--- src/rtl/i2cmon_pkg.sv ---
// Package: shared definitions for the I2C bus monitor.
// Assumes: the raw bus wires idle high and are asynchronous to clk.
package i2cmon_pkg;
    // Index of each bus wire inside the conditioned line vector
    localparam int LINE_SDA = 0;
    localparam int LINE_SCL = 1;
    localparam int NUM_LINES = 2;

    // Filtered bus level pair
    typedef struct packed {
        logic scl;
        logic sda;
    } bus_lines_t;
endpackage

--- src/rtl/i2cmon_line_filter.sv ---
// Module: two-flop synchronizer followed by a consecutive-sample glitch filter.
// The output level follows the synchronized input only after the input has
// disagreed with it on FILT_CYC consecutive edges.
// Assumes: FILT_CYC >= 1; the line idles at RESET_VAL.
module i2cmon_line_filter #(
    parameter int   FILT_CYC  = 3,
    parameter logic RESET_VAL = 1'b1
) (
    input  logic clk,
    input  logic rst_n,
    input  logic raw,
    output logic level
);
    localparam int CNTW = $clog2(FILT_CYC) + 1;

    logic [1:0]      sync_q;
    logic [CNTW-1:0] agree_cnt;

    // Two-stage synchronizer for the asynchronous wire
    always_ff @(posedge clk) begin
        if (!rst_n) sync_q <= {2{RESET_VAL}};
        else        sync_q <= {sync_q[0], raw};
    end

    // Accept a new level after FILT_CYC consecutive disagreeing samples
    always_ff @(posedge clk) begin
        if (!rst_n) begin
            level     <= RESET_VAL;
            agree_cnt <= '0;
        end else if (sync_q[1] == level) begin
            agree_cnt <= '0;
        end else if (agree_cnt == CNTW'(FILT_CYC - 1)) begin
            level     <= sync_q[1];
            agree_cnt <= '0;
        end else begin
            agree_cnt <= agree_cnt + 1'b1;
        end
    end
endmodule

--- src/rtl/i2cmon_cond_detect.sv ---
// Module: START / STOP condition detector and bus-busy tracker.
// A condition needs SCL high in both the current and the previous cycle, with
// an SDA edge between those cycles. Enable low suppresses pulses and clears busy.
// Assumes: inputs are already synchronized and filtered.
module i2cmon_cond_detect (
    input  logic clk,
    input  logic rst_n,
    input  logic enable,
    input  logic sda_f,
    input  logic scl_f,
    output logic start_pulse,
    output logic stop_pulse,
    output logic bus_busy
);
    logic sda_d, scl_d;
    logic start_det, stop_det;

    // Condition decode from the current and previous filtered levels
    always_comb begin
        start_det = enable && scl_f && scl_d && sda_d && !sda_f;
        stop_det  = enable && scl_f && scl_d && !sda_d && sda_f;
    end

    // Previous-cycle copies of the filtered lines
    always_ff @(posedge clk) begin
        if (!rst_n) begin
            sda_d <= 1'b1;
            scl_d <= 1'b1;
        end else begin
            sda_d <= sda_f;
            scl_d <= scl_f;
        end
    end

    // Registered pulses and busy level; enable and STOP take priority
    always_ff @(posedge clk) begin
        if (!rst_n) begin
            start_pulse <= 1'b0;
            stop_pulse  <= 1'b0;
            bus_busy    <= 1'b0;
        end else begin
            start_pulse <= start_det;
            stop_pulse  <= stop_det;
            if (!enable || stop_det) bus_busy <= 1'b0;
            else if (start_det)      bus_busy <= 1'b1;
        end
    end
endmodule

--- src/rtl/i2cmon_low_timer.sv ---
// Module: SCL low-time counter with a programmable limit.
// Counts the edges on which SCL is low, clears while SCL is high or the block
// is disabled, and pulses once per low period when the count reaches the limit.
// Assumes: limit 0 means the check is off.
module i2cmon_low_timer #(
    parameter int TW = 16
) (
    input  logic          clk,
    input  logic          rst_n,
    input  logic          enable,
    input  logic          scl_f,
    input  logic [TW-1:0] limit,
    output logic          timeout_pulse
);
    localparam int CW = TW + 1;

    logic [CW-1:0] low_cnt;
    logic          fired;
    logic          hit;

    // Limit reached during this low period and not yet reported
    always_comb hit = (limit != '0) && !fired && (low_cnt >= {1'b0, limit});

    // Saturating low-time count with a one-shot report
    always_ff @(posedge clk) begin
        if (!rst_n || !enable || scl_f) begin
            low_cnt       <= '0;
            fired         <= 1'b0;
            timeout_pulse <= 1'b0;
        end else begin
            timeout_pulse <= hit;
            if (hit)           fired   <= 1'b1;
            if (low_cnt != '1) low_cnt <= low_cnt + 1'b1;
        end
    end
endmodule

--- src/rtl/i2c_bus_monitor.sv ---
// Module: top of the I2C bus activity and timeout monitor.
// Conditions both wires, then feeds the condition detector and the low timer.
// Assumes: synchronous active-low reset; raw wires idle high.
module i2c_bus_monitor #(
    parameter int FILT_CYC = 3,
    parameter int TW       = 16
) (
    input  logic          clk,
    input  logic          rst_n,
    input  logic          enable,
    input  logic [TW-1:0] timeout_limit,
    input  logic          sda_in,
    input  logic          scl_in,
    output logic          start_pulse,
    output logic          stop_pulse,
    output logic          scl_level,
    output logic          bus_busy,
    output logic          timeout_pulse
);
    import i2cmon_pkg::*;

    logic [NUM_LINES-1:0] raw_lines;
    logic [NUM_LINES-1:0] filt_lines;
    bus_lines_t           bus_f;

    // Gather the raw wires into one vector for the conditioner array
    always_comb begin
        raw_lines           = '0;
        raw_lines[LINE_SDA] = sda_in;
        raw_lines[LINE_SCL] = scl_in;
    end

    // One conditioner per bus wire
    for (genvar g = 0; g < NUM_LINES; g++) begin : g_line
        i2cmon_line_filter #(
            .FILT_CYC  (FILT_CYC),
            .RESET_VAL (1'b1)
        ) u_filt (
            .clk   (clk),
            .rst_n (rst_n),
            .raw   (raw_lines[g]),
            .level (filt_lines[g])
        );
    end

    // Name the filtered levels
    always_comb begin
        bus_f.sda = filt_lines[LINE_SDA];
        bus_f.scl = filt_lines[LINE_SCL];
    end

    assign scl_level = bus_f.scl;

    i2cmon_cond_detect u_det (
        .clk         (clk),
        .rst_n       (rst_n),
        .enable      (enable),
        .sda_f       (bus_f.sda),
        .scl_f       (bus_f.scl),
        .start_pulse (start_pulse),
        .stop_pulse  (stop_pulse),
        .bus_busy    (bus_busy)
    );

    i2cmon_low_timer #(
        .TW (TW)
    ) u_tmr (
        .clk           (clk),
        .rst_n         (rst_n),
        .enable        (enable),
        .scl_f         (bus_f.scl),
        .limit         (timeout_limit),
        .timeout_pulse (timeout_pulse)
    );
endmodule

--- config.mk ---
export PLATFORM = sky130hd
export DESIGN_NAME = i2c_bus_monitor
export DESIGN_NICKNAME = d
export VERILOG_FILES = /design/src/rtl/i2cmon_pkg.sv /design/src/rtl/i2cmon_line_filter.sv /design/src/rtl/i2cmon_cond_detect.sv /design/src/rtl/i2cmon_low_timer.sv /design/src/rtl/i2c_bus_monitor.sv
export SDC_FILE = /design/constraint.sdc
export NUM_CORES = 1
export LEC_CHECK = 0
export CAP_MARGIN = 40
export CORE_MARGIN = 5
export CORE_UTILIZATION = 25
export DETAILED_ROUTE_END_ITERATION = 7
export DONT_BUFFER_PORTS = 1
export PLACE_DENSITY = 0.38
export SETUP_SLACK_MARGIN = 0.02
export SYNTH_ARGS = -nofsm -noshare
export SYNTH_HDL_FRONTEND = slang
export SYNTH_HIERARCHICAL = 1
export SYNTH_SLANG_ARGS = --single-unit
export TNS_END_PERCENT = 20
--- constraint.sdc ---
create_clock -name clk -period 3.6 [get_ports clk]
set_input_delay 0.18 -clock clk [delete_from_list [all_inputs] [get_ports clk]]
set_output_delay 0.18 -clock clk [all_outputs]
set_load 0.05 [all_outputs]
==> impl_metrics.toml <==
[run_status]
status = "completed"

[finish]
area_delta_synth_final_pct = 13.1
final_common_cell = "dfxtp_1"
final_cell_mix = "36 x dfxtp_1, 26 x inv_1, 22 x ha_1, 19 x nor2_1, 11 x nor4_1"
antenna_cells = 0
nets = 260
drive_gt1_frac = 0.0872
postLayoutCoreUtil = 0.287

[grt]
grt_pass1_vias = 1332
antenna_found_initial = 0
overflow = 0
grt_pass1_wl_um = 6530
grt_max_degree = 20
grt_usage = 0.0850

[floorplanning]
core-area_sq_um = 7610
dieArea_sq_um = 9590
dieHeight_um = 97.9
placementRows = 32
die_width_um = 97.9
initial_utilization = 0.254
io_pins = 26

[clock_network]
htreeDepth = 2
worstSkewPairLatency_ns = 0.28
cts_tree = "done"
postCtsSetupRepairBufs = 0
clock_sinks = 36
clkSlewWorstSetupHoldPaths_ns = 0.08
clk_path_buf_depth = 2
cts_root_buffer = "clkbuf_8"
cts_buffers = 5

[detailed_routing]
dr.pass1.iters = 4
wl_um = 3890
avgRoutedWirePerCell_um = 12.2
drt_iter0_drc = 41
vias = 1398
drtAntennaViolNets = 0
via_per_inst = 4.37
remaining_drc_errors = 0

[synth]
synth_fp_nets = 252
ys_ff_latch = 36
seq_area_frac_synth = 0.373
synthFlopType = "dfxtp_1"
async_flop_share = 0
synth.distinct_cells = 41
synth_edf_count = 0
syn_inst = 209
syn_avg_cell_area_sq_um = 9.24
yosys_warnings = 6
syn_area_sq_um = 1930

[timing]
setup_viol = 0
slew_violations = 0
slew_headroom = 0.557
fin_worst_skew_ns = 0.00528
finalHoldViolCount = 0
setup_tns_ns = 0
min_period_over_period = 0.603
rsz0062_at_grt = "no"
period_minus_slack_ns = 2.17
fmax_mhz = 461
worst-slew-pin-transition_ns = 0.663

[power]
p_leak_nw = 0.973
powerDensity_nw_per_um2 = 360
peakVddDrop_v = 0.000135

[setup_path]
path_class = "flop to flop"
cp_slowest_cell = "dfxtp_1"
startpoint_type = "flop"
crit_path_max_incr_delay_ns = 0.41
path_cells = "and3_1 -> and2_1 -> nand4_1 -> nor2_1 -> ha_1 -> nor2b_1 -> and3_2 -> nand4_1 -> xor2_1 -> nor2_1"
cp_data_required_time_ns = 3.76
arrival_ns = 2.33
cp-end-kind = "flop"
crit_fanout = 6

[job]
maxCapViolCount = 0

[place]
hpwl_um = 3070
io_buffers = 0
routabilityCongestion = 0.745

[hold_path]
min_path_type = "primary input to flop"
==> per-layer routing <==
| layer | up-vias | GRT usage | routed length (um) |
|---|---|---|---|
| li1 | 744 | - | - |
| met1 | 624 | 0.107 | 1900 |
| met2 | 25 | 0.130 | 1680 |
| met3 | 5 | 0.0343 | 249 |
| met4 | 0 | 0.0319 | 66 |
| met5 | - | 0 | 0 |
==> power by group <==
| group | switching, mW | internal, mW | total [mW] |
|---|---|---|---|
| Clock | 0.152 | 0.205 | 0.357 |
| Sequential | 0.00195 | 0.401 | 0.403 |
| Combinational | 0.0144 | 0.0123 | 0.0267 |
==> cell type report <==
| class | count | area, sq um |
|---|---|---|
| clock buffers | 5 | 68.8 |
| clock inverters | 3 | 42.5 |
| fillers | 827 | 5420 |
| inverters | 26 | 97.6 |
| multi-input cells | 145 | 1100 |
| flip-flops and latches | 36 | 721 |
| well taps | 102 | 128 |
| repair buffers | 3 | 30.0 |
==> worst max-delay path: cells and delay by family (launching register included) <==
| family | cells | cell delay [ns] |
|---|---|---|
| flops | 1 | 0.41 |
| xor+xnor | 1 | 0.14 |
| simple gates | 8 | 1.19 |
| fa+ha+maj | 1 | 0.31 |
==> through the flow <==
stage / setup WS, ns / cells / cell area (sq um) / hold slack [ns] / power, mW
6_report: 1.43 / 320 / 2190 / 0.0140 / 0.786
5_1_grt: 1.26 / 320 / 2190 / 0.00748 / 0.818
4_1_cts: 1.40 / 320 / 2190 / 0.00459 / 0.800
3_5_place_dp: 1.42 / 309 / 2040 / 0.259 / 0.435
3_3_place_gp: 1.46 / 309 / 2040 / 0.258 / 0.436
2_1_floorplan: 1.66 / 209 / 1930 / 0.253 / 0.431
==> Yosys cell counts (2+ instances only) <==
master / instances / area, sq um
or3b_1: 3 / 26.3
xor2_1: 10 / 87.6
and3_1: 4 / 25.0
and2b_2: 2 / 17.5
inv_1: 26 / 97.6
o21ai_0: 2 / 10.0
nor2b_1: 2 / 12.5
nand4_1: 8 / 50.1
o211ai_1: 2 / 15.0
nand3_1: 10 / 50.1
nor2_1: 19 / 71.3
nand2_1: 6 / 22.5
dfxtp_1: 36 / 721
a21oi_1: 6 / 30.0
ha_1: 22 / 275
nor4_1: 11 / 68.8
or2b_1: 2 / 15.0
nand2b_1: 6 / 37.5
a211oi_2: 2 / 25.0
nand3b_1: 3 / 22.5
mux2i_1: 2 / 20.0
xnor2_1: 6 / 52.6
==> worst paths after layout <==
kind,startpoint,to,slack [ns],depth (start not counted)
hold reg to reg,g_line[1].u_filt/sync_q[0],g_line[1].u_filt/sync_q[1],0.41,1
setup / recovery,u_tmr/low_cnt[9],u_tmr/low_cnt[14],1.43,10
hold / removal,rst_n,u_det/stop_pulse,0.01,2
setup reg to reg,u_tmr/low_cnt[9],u_tmr/low_cnt[14],1.43,10
==> cells by family after synthesis <==
logic type / synth area share
XOR/XNOR: 0.0725
multiplexers: 0.0104
AND/OR/NAND/NOR: 0.269
buffers and inverters: 0.0583
adder cells (fa/ha/maj): 0.142
flip-flops: 0.373
AO/OA/AOI/OAI: 0.0738
==> registers in the layout (all words and copies together), names as in the netlist <==
| name | count |
|---|---|
| g_line.u_filt/agree_cnt | 6 |
| g_line.u_filt/level | 2 |
| g_line.u_filt/sync_q | 4 |
| u_det/bus_busy | 1 |
| u_det/scl_d | 1 |
| u_det/sda_d | 1 |
| u_det/start_pulse | 1 |
| u_det/stop_pulse | 1 |
| u_tmr/fired | 1 |
| u_tmr/low_cnt | 17 |
| u_tmr/timeout_pulse | 1 |
==> repair_timing <==
action                    4_1_cts  5_1_grt
gates resized for setup         0        0
hold endpoints to repair        8        0
hold buffers                    3        0
(Power assumes the default switching activity.)
